`config.mk`:
```
export PLATFORM = sky130hd
export DESIGN_NAME = flc_datapath
export DESIGN_NICKNAME = d
export VERILOG_FILES = /design/src/rtl/flc_pkg.sv /design/src/rtl/flc_datapath.sv
export SDC_FILE = /design/constraint.sdc
export NUM_CORES = 1
export LEC_CHECK = 0
export BUFFER_PORTS_ARGS = -buffer_cell sky130_fd_sc_hd__buf_4
export CAP_MARGIN = 5
export CORE_MARGIN = 2
export CORE_UTILIZATION = 55
export DETAILED_ROUTE_END_ITERATION = 16
export PLACE_DENSITY = 0.79
export RECOVER_POWER = 50
export SYNTH_ARGS = -nofsm -noshare
export SYNTH_HDL_FRONTEND = slang
export SYNTH_SLANG_ARGS = --single-unit
```
`constraint.sdc`:
```
create_clock -name clk -period 4.5 [get_ports clk]
set_input_delay 0.675 -clock clk [delete_from_list [all_inputs] [get_ports clk]]
set_output_delay 0.675 -clock clk [all_outputs]
set_load 0.05 [all_outputs]
```
`src/rtl/flc_pkg.sv`:
```
package flc_pkg;

  // Strobes from control to datapath for one accepted byte
  typedef struct packed {
    logic inc;    // byte belongs to the frame being counted
    logic clear;  // byte is the first of a new frame
  } flcStrobe_t;

  typedef enum logic [1:0] {
    S_IDLE = 2'd0,
    S_RUN  = 2'd1,
    S_DROP = 2'd2
  } flcState_t;

  localparam int FIELD_W = 16;

endpackage

```
`src/rtl/flc_datapath.sv`:
```
module flc_datapath
  import flc_pkg::*;
#(
  parameter int LEN_W         = 16,
  parameter int FIELD_POS     = 12,
  parameter int HDR_BYTES     = 14,
  parameter int FCS_BYTES     = 4,
  parameter int MAX_LEN_VALUE = 1500,
  parameter int MIN_PAYLOAD   = 46
) (
  input  logic             clk,
  input  logic             rstN,
  input  flcStrobe_t       strobe,
  input  logic [7:0]       inData,
  input  logic [LEN_W-1:0] maxLen,
  input  logic             lenCheckEn,
  output logic [LEN_W-1:0] cnt,
  output logic [LEN_W-1:0] nextCnt,
  output logic             overMax,
  output logic             mismatch
);

  // Count value reached when the high and low field bytes arrive
  localparam logic [LEN_W-1:0] HI_AT    = LEN_W'(FIELD_POS + 1);
  localparam logic [LEN_W-1:0] LO_AT    = LEN_W'(FIELD_POS + 2);
  localparam logic [LEN_W-1:0] OVERHEAD = LEN_W'(HDR_BYTES + FCS_BYTES);
  localparam logic [LEN_W-1:0] PAD_LEN  = LEN_W'(HDR_BYTES + FCS_BYTES + MIN_PAYLOAD);
  localparam logic [LEN_W-1:0] CNT_TOP  = '1;
  localparam logic [FIELD_W-1:0] LEN_LIMIT = FIELD_W'(MAX_LEN_VALUE);
  localparam logic [FIELD_W-1:0] PAD_MIN   = FIELD_W'(MIN_PAYLOAD);

  logic [FIELD_W-1:0] fieldQ;
  logic [FIELD_W-1:0] fieldNow;
  logic               fieldWhole;
  logic               isLength;
  logic               payloadOk;
  logic               padOk;

  // Next count: restart at 1 on a start byte, otherwise saturate
  always_comb begin
    if (strobe.clear) begin
      nextCnt = LEN_W'(1);
    end else if (cnt == CNT_TOP) begin
      nextCnt = cnt;
    end else begin
      nextCnt = cnt + LEN_W'(1);
    end
  end

  always_ff @(posedge clk) begin
    if (!rstN) begin
      cnt <= '0;
    end else if (strobe.inc) begin
      cnt <= nextCnt;
    end
  end

  // Type/length capture, most significant byte first
  always_ff @(posedge clk) begin
    if (!rstN) begin
      fieldQ <= '0;
    end else if (strobe.inc) begin
      if (nextCnt == HI_AT) begin
        fieldQ[15:8] <= inData;
      end
      if (nextCnt == LO_AT) begin
        fieldQ[7:0] <= inData;
      end
    end
  end

  // Field as it stands including the byte on the input this cycle
  always_comb begin
    fieldNow = fieldQ;
    if (strobe.inc && nextCnt == LO_AT) begin
      fieldNow[7:0] = inData;
    end
  end

  assign overMax = nextCnt > maxLen;

  always_comb begin
    fieldWhole = nextCnt >= LO_AT;
    isLength   = fieldNow <= LEN_LIMIT;
    payloadOk  = (nextCnt >= OVERHEAD) &&
                 ((nextCnt - OVERHEAD) == LEN_W'(fieldNow));
    padOk      = (nextCnt == PAD_LEN) && (fieldNow < PAD_MIN);
    mismatch   = lenCheckEn && fieldWhole && isLength && !payloadOk && !padOk;
  end

endmodule

```
; Word-level counts from Yosys, hierarchy flattened
; Cells that the tools add are included.
[op_classes]
n_eq_ne = 5
add_sub_neg = 2
n_mux = 3
order_cmp = 5
reduce_logical = 11
[op_table]
columns = operator, count
row1 = $eq 16x4->1 const B, 2
row2 = $mux 16, 2
row3 = $add 16x1->16 const B, 1
row4 = $eq 16x16->1, 1
row5 = $eq 16x16->1 const B, 1
row6 = $eq 16x7->1 const B, 1
row7 = $ge 16x4->1 const B, 1
row8 = $ge 16x5->1 const B, 1
row9 = $gt 16x16->1, 1
row10 = $le 16x11->1 const B, 1
row11 = $lt 16x6->1 const B, 1
row12 = $sub 16x5->16 const B, 1
row13 = $mux 8, 1
row14 = $logic_and 1x1->1, 7
row15 = $reduce_and 2->1, 2
row16 = $logic_not 1->1, 2
[word_totals]
ff_bits = 32
output_inout_bits = 34

; Depth between registers and ports, before layout
[logic_depth]
word_depth = 11
mapped_depth = 16
mapped_depth_nobuf = 16

; Least setup slack after synthesis
; No wires, ideal clock.
[synth_path]
kind = flip-flop to output port
from = reg cnt[1]
to = out mismatch
arrival_ps = 4913
required_ps = 3825
path_slack_ps = -1088
stages_incl_launch_ff = 15
path_cell_list = dfxtp_1 > ha_1 > nand3_2 > nor4_4 > nand2_1 > a21oi_1 > inv_1 > ha_1 > a21oi_1 > or4_4 > or2_4 > o21ai_0 > o21ai_1 > nor4_1 > a41oi_1
[synth_between]
elab_chain_cells = 11
[synth_rtl]
columns = item, line
row1 = "start, declared", flc_datapath.sv:17  ; output logic [LEN_W-1:0] cnt,
row2 = "start signal, assigned", flc_datapath.sv:54  ; cnt <= nextCnt;
row3 = $add 16x1->16 or $eq 16x16->1 (tied branches), "flc_datapath.sv:46, flc_datapath.sv:43"
row4 = $mux 16 (*), flc_datapath.sv:43  ; end else if (cnt == CNT_TOP) begin
row5 = $mux 16 (*), flc_datapath.sv:41  ; if (strobe.clear) begin
row6 = net nextCnt[1], flc_datapath.sv:18  ; output logic [LEN_W-1:0] nextCnt,
row7 = "parallel branches: the longest is 7 deep, another holds $le 16x11->1", --
row8 = $logic_and 1x1->1 (*), flc_datapath.sv:88  ; mismatch = lenCheckEn && fieldWhole && isLength && !payloadOk && !padOk;
row9 = "end, declared", flc_datapath.sv:20  ; output logic mismatch
; Mark *: on every way through the listed nets, which the timed path passes.

; Worst setup path in the final report
[layout_path]
from = reg cnt[1]
to = out mismatch
[layout_between]
elab_chain_cells = 11
[layout_rtl]
columns = item, line
row1 = $add 16x1->16 or $eq 16x16->1 (tied branches), "flc_datapath.sv:46, flc_datapath.sv:43"
row2 = $mux 16 (*), flc_datapath.sv:43
row3 = $mux 16 (*), flc_datapath.sv:41
row4 = "parallel branches: the longest is 7 deep, another holds $le 16x11->1", --
row5 = $logic_and 1x1->1 (*), flc_datapath.sv:88
; Mark *: on every way between the ends.

==> impl_metrics.ini <==
[timing]
hold_violations = 0
hold-worst-slack_ps = 551.6
slew_violations = 0
fin_worst_skew_ps = 11.43
slew_headroom_pct = 30.64
period_needed_ps = 4503
setup_viol_count_final = 1
worstMarginPinSlew_ps = 1039
period_share_pct = 100.1
setup_ws_ps = -2.739
fmax_ghz = 0.2221

[floorplan]
rows = 26
core_area_um2 = 5205
pin_count = 63
die_y_um = 77.94
design.die.area_um2 = 6074
initial_core_util_pct = 57.76
die_w_um = 77.94

[global_route]
grt_max_degree = 33
grt_pass1_vias = 2935
grt_remaining_overflow = 0
grt_usage_pct = 30.62
grt_pass1_wl_mm = 14.84
antenna_found_initial = 0

[placed_design]
io_buffers = 62
dp_hpwl_mm = 6.905
place.gp.congestion = 0.9287

[synthesis]
synth_ff_type = dfxtp_1
yosys-top-cells-area = dfxtp_1, mux2i_1, ha_1, nor2_1, xnor2_1
synth_area_per_cell_um2 = 8.061
yosysSeqAreaShare_pct = 21.31
async_flop_share_pct = 0
syn_inst = 373
ys_ff_latch = 32
yosys.area.top_type_share_pct = 21.31
syn_area_um2 = 3007
synth_top_area_cell = dfxtp_1
syn-num-nets = 421
ys_warn_count = 0
synth.distinct_cells = 63
synth-edff-count = 0

[cts]
insertion_delay_ps = 290
clock_path_buffers = 2
cts-root-buf = clkbuf_8
cts.sinks = 32
cts_inserted_buffers = 5
htreeDepth = 2
hold_buffers = 0
cts_tree = built
cts.clk_slew.worst_paths_ps = 70

[layout]
final_common_cell = buf_4
final_cell_mix = buf_4, nor2_1, mux2i_1, inv_1
drive_gt1_share_pct = 33.26
fin_util_pct = 77.00
fillers = 379
nets = 507
insertedDiodeCount = 0
syn_to_final_growth_pct = 33.29

[power]
power_frac_comb_pct = 16.1
pwr-share-clk_pct = 41.7
leakagePower_uw = 0.001756
sw_frac_of_total_pct = 27.03
intPower_uw = 491.7
powerDensity_nw_per_um2 = 168.1
power.switching_uw = 182.1
ir_worst_vdd_uv = 135.4
power_frac_seq_pct = 42.3

[critical_path]
cp_num_buf_inv = 3
cp_cell_sequence = ha_4 > and3_4 > nand4_1 > nand2_2 > a21oi_4 > buf_4 > inv_1 > ha_2 > a21oi_2 > or4_4 > or2_4 > o21ai_0 > o21ai_1 > nor4_2 > a41oi_2 > buf_4
setup.worst_path.start_class = register
path_class = reg -> out
r2r_end = fieldQ[14]
worst_path_largest_cell_delay_ps = 480
rr_startpoint = cnt[3]
cp_top_family = simple AND/OR/NAND/NOR gates
cpMostUsedCell = buf_4
reg2regPathDepth = 9
path_max_fanout = 8
end_kind = output port
cpMaxStageDelayCell = or4_4
crit_required_ps = 3830
r2r_setup_slack_ps = 1420
arrival_ps = 3830

[hold_path]
whs_endpoint = cnt[0]
hp-start = cnt[0]
whs_path_depth = 2
hold_path.class = reg -> reg

[drt]
ant_nets = 0
drc = 0
vias_per_cell = 6.343
wl_per_cell_um = 18.16
vias = 3362
drtPass1Iterations = 6
wirelength_mm = 9.627
drt-initial-drc-count = 344

[job]
maxCapViolations = 0

[run_status]
violations = setup timing
status = finished with violations
## cell usage after synthesis, types with 3 or more instances
master and number:
nand3_1 8, a211oi_1 7, inv_1 22, nor4_1 9, and4_1 4, mux2i_1 31
nor2_1 62, xnor2_1 15, o21ai_0 8, xor2_1 8, nor2b_1 6, a21oi_1 18
nand2_1 15, dfxtp_1 32, buf_2 7, clkbuf_1 6, mux2_2 4, nor4_4 3
buf_6 3, a31oi_1 10, nand4_1 8, o21a_1 7, ha_1 19, nor3_1 10
## through the flow
step	power (µW)	TNS, ps	instances	instance area, µm²	setup WS (ps)
2_1_floorplan	352.4	0	373	3104	7.611
6_report	673.8	-2.739	530	4008	-2.739
3_3_place_gp	391.9	0	502	3667	238.0
5_1_grt	702.2	-47.65	530	4008	-47.65
3_5_place_dp	393.4	0	502	3667	137.5
4_1_cts	672.9	0	510	3800	2.217
## cell type report
class / instances / area, µm² / share of cell area [%]
inverters: 22 / 82.58 / 2.061
repair buffers: 98 / 695.7 / 17.36
multi-input cells: 300 / 2349 / 58.60
clock inverters: 3 / 41.29 / 1.030
clock buffers: 5 / 68.82 / 1.717
flip-flops and latches: 32 / 683.2 / 17.05
well taps: 70 / 87.58 / 2.185
## state kept, by name, summed over array words and instances, names as in the netlist
name,flops
fieldQ,16
cnt,16
## power by group through the flow
stage	combinational, µW	sequential, µW	clock, µW
2_1_floorplan	56.3	296	0
3_3_place_gp	98.3	294	0
3_5_place_dp	99.7	294	0
4_1_cts	101	287	285
5_1_grt	116	285	301
6_report	108	285	281
## metal layers
metal / track usage [%] / wire [µm] / up-vias
li1: - / - / 1537
met1: 41.40 / 4058 / 1606
met2: 49.66 / 4543 / 188
met3: 5.581 / 773 / 31
met4: 9.123 / 253 / 0
met5: 0 / 0 / -
## repair_timing
| action | 4_1_cts | 5_1_grt |
|---|---|---|
| pin swaps | 2 | 9 |
| resized for setup | 4 | 25 |
| buffers inserted | 0 | 20 |
| hold endpoints to repair | 0 | 0 |
| setup endpoints to repair | 2 | 2 |
## logic make-up (layout without fill, tap and decap cells)
family                     after synthesis  in the layout  share of synthesized area, %
AOI/OAI and AO/OA                       75             75                         17.52
xor gates and xnor gates                23             23                         6.700
adders and majority gates               19             19                         7.907
buffers and inverters                   41            128                         6.408
DFF                                     32             32                         21.31
muxes                                   35             35                         11.82
and+or+nand+nor                        148            148                         28.34
## worst max path at each step
| stage | depth (start not counted) | from | endpoint |
|---|---|---|---|
| 5_1_grt | 15 | cnt[1] | mismatch |
| 3_5_place_dp | 11 | cnt[5] | mismatch |
| 6_report | 16 | cnt[1] | mismatch |
| 4_1_cts | 16 | cnt[5] | overMax |
| 3_3_place_gp | 17 | cnt[0] | overMax |
| 2_1_floorplan | 16 | cnt[2] | overMax |
## worst min-delay path: cells and delay by family (launching register included)
family	cells	cell delay [ps]
and+or+nand+nor	1	90
AOI/OAI and AO/OA	1	50
DFF	1	380
No activity file was read; power rests on OpenSTA's default activity.
